File: config.mk
export PLATFORM = sky130hd
export DESIGN_NAME = win_alarm_flags
export DESIGN_NICKNAME = d
export VERILOG_FILES = /design/src/rtl/win_alarm_flags.sv
export SDC_FILE = /design/constraint.sdc
export NUM_CORES = 1
export LEC_CHECK = 0
export BUFFER_PORTS_ARGS = -buffer_cell sky130_fd_sc_hd__buf_4
export CAP_MARGIN = 30
export CORE_ASPECT_RATIO = 1.75
export CORE_UTILIZATION = 62
export CTS_CLUSTER_SIZE = 25
export DETAILED_ROUTE_END_ITERATION = 12
export PLACE_DENSITY = 0.79
export SLEW_MARGIN = 15
export SYNTH_ARGS = -nofsm -noshare
export SYNTH_HDL_FRONTEND = slang
export SYNTH_SLANG_ARGS = --single-unit
File: constraint.sdc
create_clock -name clk -period 3.48 [get_ports clk]
set_input_delay 0.696 -clock clk [delete_from_list [all_inputs] [get_ports clk]]
set_output_delay 0.696 -clock clk [all_outputs]
set_load 0.1 [all_outputs]
File: src/rtl/win_alarm_flags.sv
module win_alarm_flags #(
  parameter int NUM_CH = 8
) (
  input  logic        clk,
  input  logic        rst_n,
  input  logic        smp_valid,
  input  logic [2:0]  smp_chan,
  input  logic [15:0] smp_data,
  input  logic [7:0]  reg_addr,
  input  logic        reg_wr,
  input  logic [7:0]  reg_wdata,
  input  logic        reg_rd,
  output logic [7:0]  reg_rdata
);
  localparam bit FULL = NUM_CH > 4;

  logic [15:0] thr_lo [NUM_CH];
  logic [15:0] thr_hi [NUM_CH];
  logic [NUM_CH-1:0] act_lo, act_hi, trp_lo, trp_hi;
  logic [NUM_CH-1:0] hit, lo_ev, hi_ev, clr;
  logic [7:0] act_b0, act_b1, trp_b0, trp_b1;

  function automatic logic [7:0] pack(input logic [7:0] lo, input logic [7:0] hi, input int g);
    logic [7:0] b;
    for (int k = 0; k < 4; k++) begin
      b[7-2*k] = lo[4*g+k];
      b[6-2*k] = hi[4*g+k];
    end
    return b;
  endfunction

  always_comb begin
    for (int c = 0; c < NUM_CH; c++) begin
      hit[c]   = smp_valid && smp_chan == 3'(c);
      lo_ev[c] = hit[c] && smp_data < thr_lo[c];
      hi_ev[c] = hit[c] && smp_data > thr_hi[c];
      clr[c]   = reg_rd && reg_addr == 8'(17 + 2 * (c / 4));
    end
  end

  always_ff @(posedge clk or negedge rst_n) begin
    if (!rst_n) begin
      act_lo <= '0;
      act_hi <= '0;
      trp_lo <= '0;
      trp_hi <= '0;
      for (int c = 0; c < NUM_CH; c++) begin
        thr_lo[c] <= 16'h0000;
        thr_hi[c] <= 16'hFFFF;
      end
    end else begin
      for (int c = 0; c < NUM_CH; c++) begin
        if (hit[c]) begin
          act_lo[c] <= lo_ev[c];
          act_hi[c] <= hi_ev[c];
        end
        trp_lo[c] <= (trp_lo[c] & ~clr[c]) | lo_ev[c];
        trp_hi[c] <= (trp_hi[c] & ~clr[c]) | hi_ev[c];
        if (reg_wr && reg_addr[7:2] == 6'(8 + c)) begin
          case (reg_addr[1:0])
            2'd0: thr_lo[c][7:0]  <= reg_wdata;
            2'd1: thr_lo[c][15:8] <= reg_wdata;
            2'd2: thr_hi[c][7:0]  <= reg_wdata;
            default: thr_hi[c][15:8] <= reg_wdata;
          endcase
        end
      end
    end
  end

  assign act_b0 = pack(8'(act_lo), 8'(act_hi), 0);
  assign act_b1 = pack(8'(act_lo), 8'(act_hi), 1);
  assign trp_b0 = pack(8'(trp_lo), 8'(trp_hi), 0);
  assign trp_b1 = pack(8'(trp_lo), 8'(trp_hi), 1);

  always_comb begin
    reg_rdata = 8'h00;
    case (reg_addr)
      8'h11: reg_rdata = trp_b0;
      8'h12: reg_rdata = act_b0;
      8'h13: reg_rdata = FULL ? trp_b1 : 8'hFF;
      8'h14: reg_rdata = FULL ? act_b1 : 8'hFF;
      default: begin
        for (int c = 0; c < NUM_CH; c++) begin
          if (reg_addr[7:2] == 6'(8 + c)) begin
            case (reg_addr[1:0])
              2'd0: reg_rdata = thr_lo[c][7:0];
              2'd1: reg_rdata = thr_lo[c][15:8];
              2'd2: reg_rdata = thr_hi[c][7:0];
              default: reg_rdata = thr_hi[c][15:8];
            endcase
          end
        end
      end
    endcase
  end

  a_r2_live_hold: assert property (@(posedge clk) disable iff (!rst_n)
    !smp_valid |=> ($stable(act_b0) && $stable(act_b1)));

  a_r3_latch_hold: assert property (@(posedge clk) disable iff (!rst_n)
    !(reg_rd && reg_addr == 8'h11) |=> ((trp_b0 & $past(trp_b0)) == $past(trp_b0)));

  a_r4_read_clears: assert property (@(posedge clk) disable iff (!rst_n)
    (reg_rd && reg_addr == 8'h11 && !smp_valid) |=> (trp_b0 == 8'h00));

  a_r5_set_wins: assert property (@(posedge clk) disable iff (!rst_n)
    (reg_rd && reg_addr == 8'h11 && smp_valid && smp_chan == 3'd0 && smp_data > thr_hi[0])
    |=> trp_b0[6]);

  a_r9_upper_ones: assert property (@(posedge clk) disable iff (!rst_n)
    (!FULL && (reg_addr == 8'h13 || reg_addr == 8'h14)) |-> (reg_rdata == 8'hFF));
endmodule

==> flow_metrics.py <==
metrics = {
    "worst_hold_path": {
        "hp-class": "primary input to asynchronous set/reset pin",
    },
    "worst_setup_path": {
        "reg2reg_slack_ns": 0.61,
        "critPathLaunchType": "primary input",
        "worst_path_largest_cell_delay_ns": 0.63,
        "r2r.worst_path.cells": 8,
        "arrival_ns": 2.70,
        "timing.rr.start": "thr_hi[30]$_DFFE_PN1P_",
        "worstPathRequired_ns": 2.78,
        "crit_slowest_cell": "or4b_4",
        "path_class": "primary input to output pin",
        "regToRegEndpoint": "act_hi[6]$_DFFE_PN0P_",
        "end_kind": "output pin",
        "cp_cell_sequence": "buf_4 -> or4b_4 -> nor2_2 -> a22oi_1 -> a311oi_1 -> nor2_1 -> nor2_2 -> buf_4",
        "path_max_fanout": 6,
    },
    "detailed_routing": {
        "wire_per_inst_um": 28.8,
        "drtPass1Iterations": 9,
        "ant_nets": 0,
        "vias": 16018,
        "drc": 4,
        "drtIter0Drc": 1180,
        "vias_per_cell": 6.82,
        "wl_um": 67600,
    },
    "cts": {
        "holdBufCountCts": 0,
        "cts_resized": 0,
        "cts-buffers-inserted": 29,
        "cts_root_buffer": "clkbuf_16",
        "cts_tree": "built",
        "clk_latency_ns": 0.57,
        "cts_setup_buffers": 0,
        "cts_sinks": 288,
        "clk_pin_slew_ns": 0.06,
        "htreeDepth": 1,
        "cts_max_path_buffers": 3,
    },
    "run_status": {
        "status": "finished, violations left",
        "violations": "design-rule violations",
    },
    "final_layout": {
        "layout-drive-gt1-share": 0.276,
        "final_common_cell": "inv_1",
        "mostFrequentLayoutCells": "inv_1 (249), ha_1 (248), nand2_1 (160), dfrtp_1 (160), o21ai_0 (151)",
        "areaGrowthSynthToFinish_pct": 9.98,
        "final_util": 0.691,
        "fin_nets": 2215,
    },
    "synthesis": {
        "yosysWarnings": 0,
        "syn_inst": 1861,
        "synth_area_leaders": "dfrtp_1 (20%), dfstp_2 (17%), ha_1 (16%)",
        "yosysTopAreaCell": "dfrtp_1",
        "synth_sequential_area_ratio": 0.373,
        "synth.ff_latch_count": 288,
        "synth_area_mm2": 0.0197,
        "synthesis.nets": 2149,
        "netlist.area_leader.share": 0.203,
        "syn_avg_cell_area_um2": 10.6,
        "ys_async_sr_fraction": 1.00,
        "synth_ff_type": "dfrtp_1",
        "synth_edf_count": 0,
        "synth_cell_types": 67,
    },
    "power": {
        "switching_share": 0.297,
        "powerDensity_mw_per_mm2": 406,
        "power_leakage_nw": 10.1,
        "peakVddDrop_v": 0.000465,
        "internal_power_mw": 6.20,
        "p_comb_frac": 0.186,
        "p_seq_frac": 0.446,
        "switchingPower_mw": 2.61,
        "clock_power_share": 0.369,
    },
    "global_route": {
        "grt_max_degree": 94,
        "gr-total-overflow": 0,
        "antenna_found_initial": 2,
        "grt_pass1_vias": 16583,
        "grt_pass1_wl_um": 101000,
        "grt_usage": 0.435,
    },
    "sta": {
        "fin_crit_ns": 3.40,
        "final-max-slew-violation-count": 0,
        "final.setup.tns_ns": 0,
        "fin_skew_ns": 0.0111,
        "period_share": 0.977,
        "slew_headroom": 0.111,
        "finalHoldViolCount": 0,
        "finalSetupViolCount": 0,
        "tightest_slew_ns": 1.33,
        "rsz0062_at_grt": "false",
        "max_freq_ghz": 0.294,
    },
    "placement": {
        "io_buffers": 47,
        "dp_hpwl_um": 47100,
        "gp_congestion": 1.00,
    },
    "job": {
        "drv_cap": 0,
    },
    "floorplan": {
        "placementRows": 86,
        "core_region_area_mm2": 0.0314,
        "die_x_um": 137,
        "die_h_um": 238,
        "dieArea_mm2": 0.0326,
        "start_util": 0.628,
        "io_pins": 48,
    },
}
==> critical path: cells and delay by family <==
family	cells	cell delay, ns
simple gates	4	1.08
buf+inv	2	0.47
compound gates	2	0.46
==> registers in the layout (all words and copies together), names as in the netlist <==
name,flops
thr_hi,128
thr_lo,128
act_hi,8
act_lo,8
trp_hi,8
trp_lo,8
==> routing by layer <==
layer,global-route usage,vias to the layer above,share of wire
li1,-,6796,-
met1,0.496,7847,0.34
met2,0.681,983,0.46
met3,0.105,392,0.090
met4,0.371,0,0.10
met5,0,-,0
==> cell type report <==
class                      count  area (um2)
antenna                        2        5.00
timing repair buffer         104         880
clock buffer                  41         851
tap                          396         495
fill                        2408        9720
clock inverter                12         119
sequential                   288        7370
multi-input combinational   1254       11000
inverter                     250         938
==> cells in the mapped netlist, types with 8 or more instances <==
master     number
mux4_2         66
clkbuf_1       32
nor2b_1        31
o211ai_1       11
a211oi_1       16
nand2b_1       14
ha_1          248
a21oi_1        65
a21o_1         41
buf_4          10
nand2_1       161
a221oi_1       11
mux2_4         32
dfrtp_1       160
o21a_1         22
nand3_1        30
o21ai_0       151
or4_1           8
o2111ai_1      10
buf_6           8
mux2_2        130
nand4_1        30
a211o_1        13
buf_2          17
mux2i_1        15
nor3_1         11
inv_1         249
dfstp_2       128
nor2_1         54
==> power by group through the flow <==
stage / sequential (mW) / clock (mW) / combinational, mW
5_1_grt: 3.93 / 3.38 / 1.79
6_report: 3.93 / 3.25 / 1.64
4_1_cts: 3.90 / 3.26 / 1.60
2_1_floorplan: 3.81 / 0 / 1.03
3_3_place_gp: 3.95 / 0 / 1.51
3_5_place_dp: 3.96 / 0 / 1.59
==> per-stage QoR <==
stage / hold slack, ns / worst slack, ns / cells / instance area [um2] / power (mW)
4_1_cts: 0.192 / 0.0883 / 2345 / 21700 / 8.76
6_report: 0.125 / 0.0811 / 2347 / 21700 / 8.81
5_1_grt: 0.196 / 0.00838 / 2345 / 21700 / 9.10
3_5_place_dp: 0.465 / 0.0920 / 2292 / 20700 / 5.55
3_3_place_gp: 0.465 / 0.132 / 2292 / 20700 / 5.47
2_1_floorplan: 0.400 / 0.0732 / 1861 / 19700 / 4.85
==> cells by family after synthesis <==
group / synth area share
XOR/XNOR: 0.000444
flip-flops: 0.373
adder cells (fa/ha/maj): 0.157
AND/OR/NAND/NOR: 0.0978
AO/OA/AOI/OAI: 0.122
multiplexers: 0.181
buffers and inverters: 0.0675
==> worst max-delay path by stage <==
stage                start      endpoint  slack [ns]  cells after the start
4_1_cts        reg_addr[0]  reg_rdata[4]        0.09                      8
2_1_floorplan  reg_addr[1]  reg_rdata[3]        0.07                      9
6_report       reg_addr[7]  reg_rdata[3]        0.08                      8
3_5_place_dp   reg_addr[0]  reg_rdata[4]        0.09                      8
5_1_grt        reg_addr[0]  reg_rdata[3]       0.008                      9
3_3_place_gp   reg_addr[0]  reg_rdata[4]        0.13                      7
No activity file was read; power rests on OpenSTA's default activity.
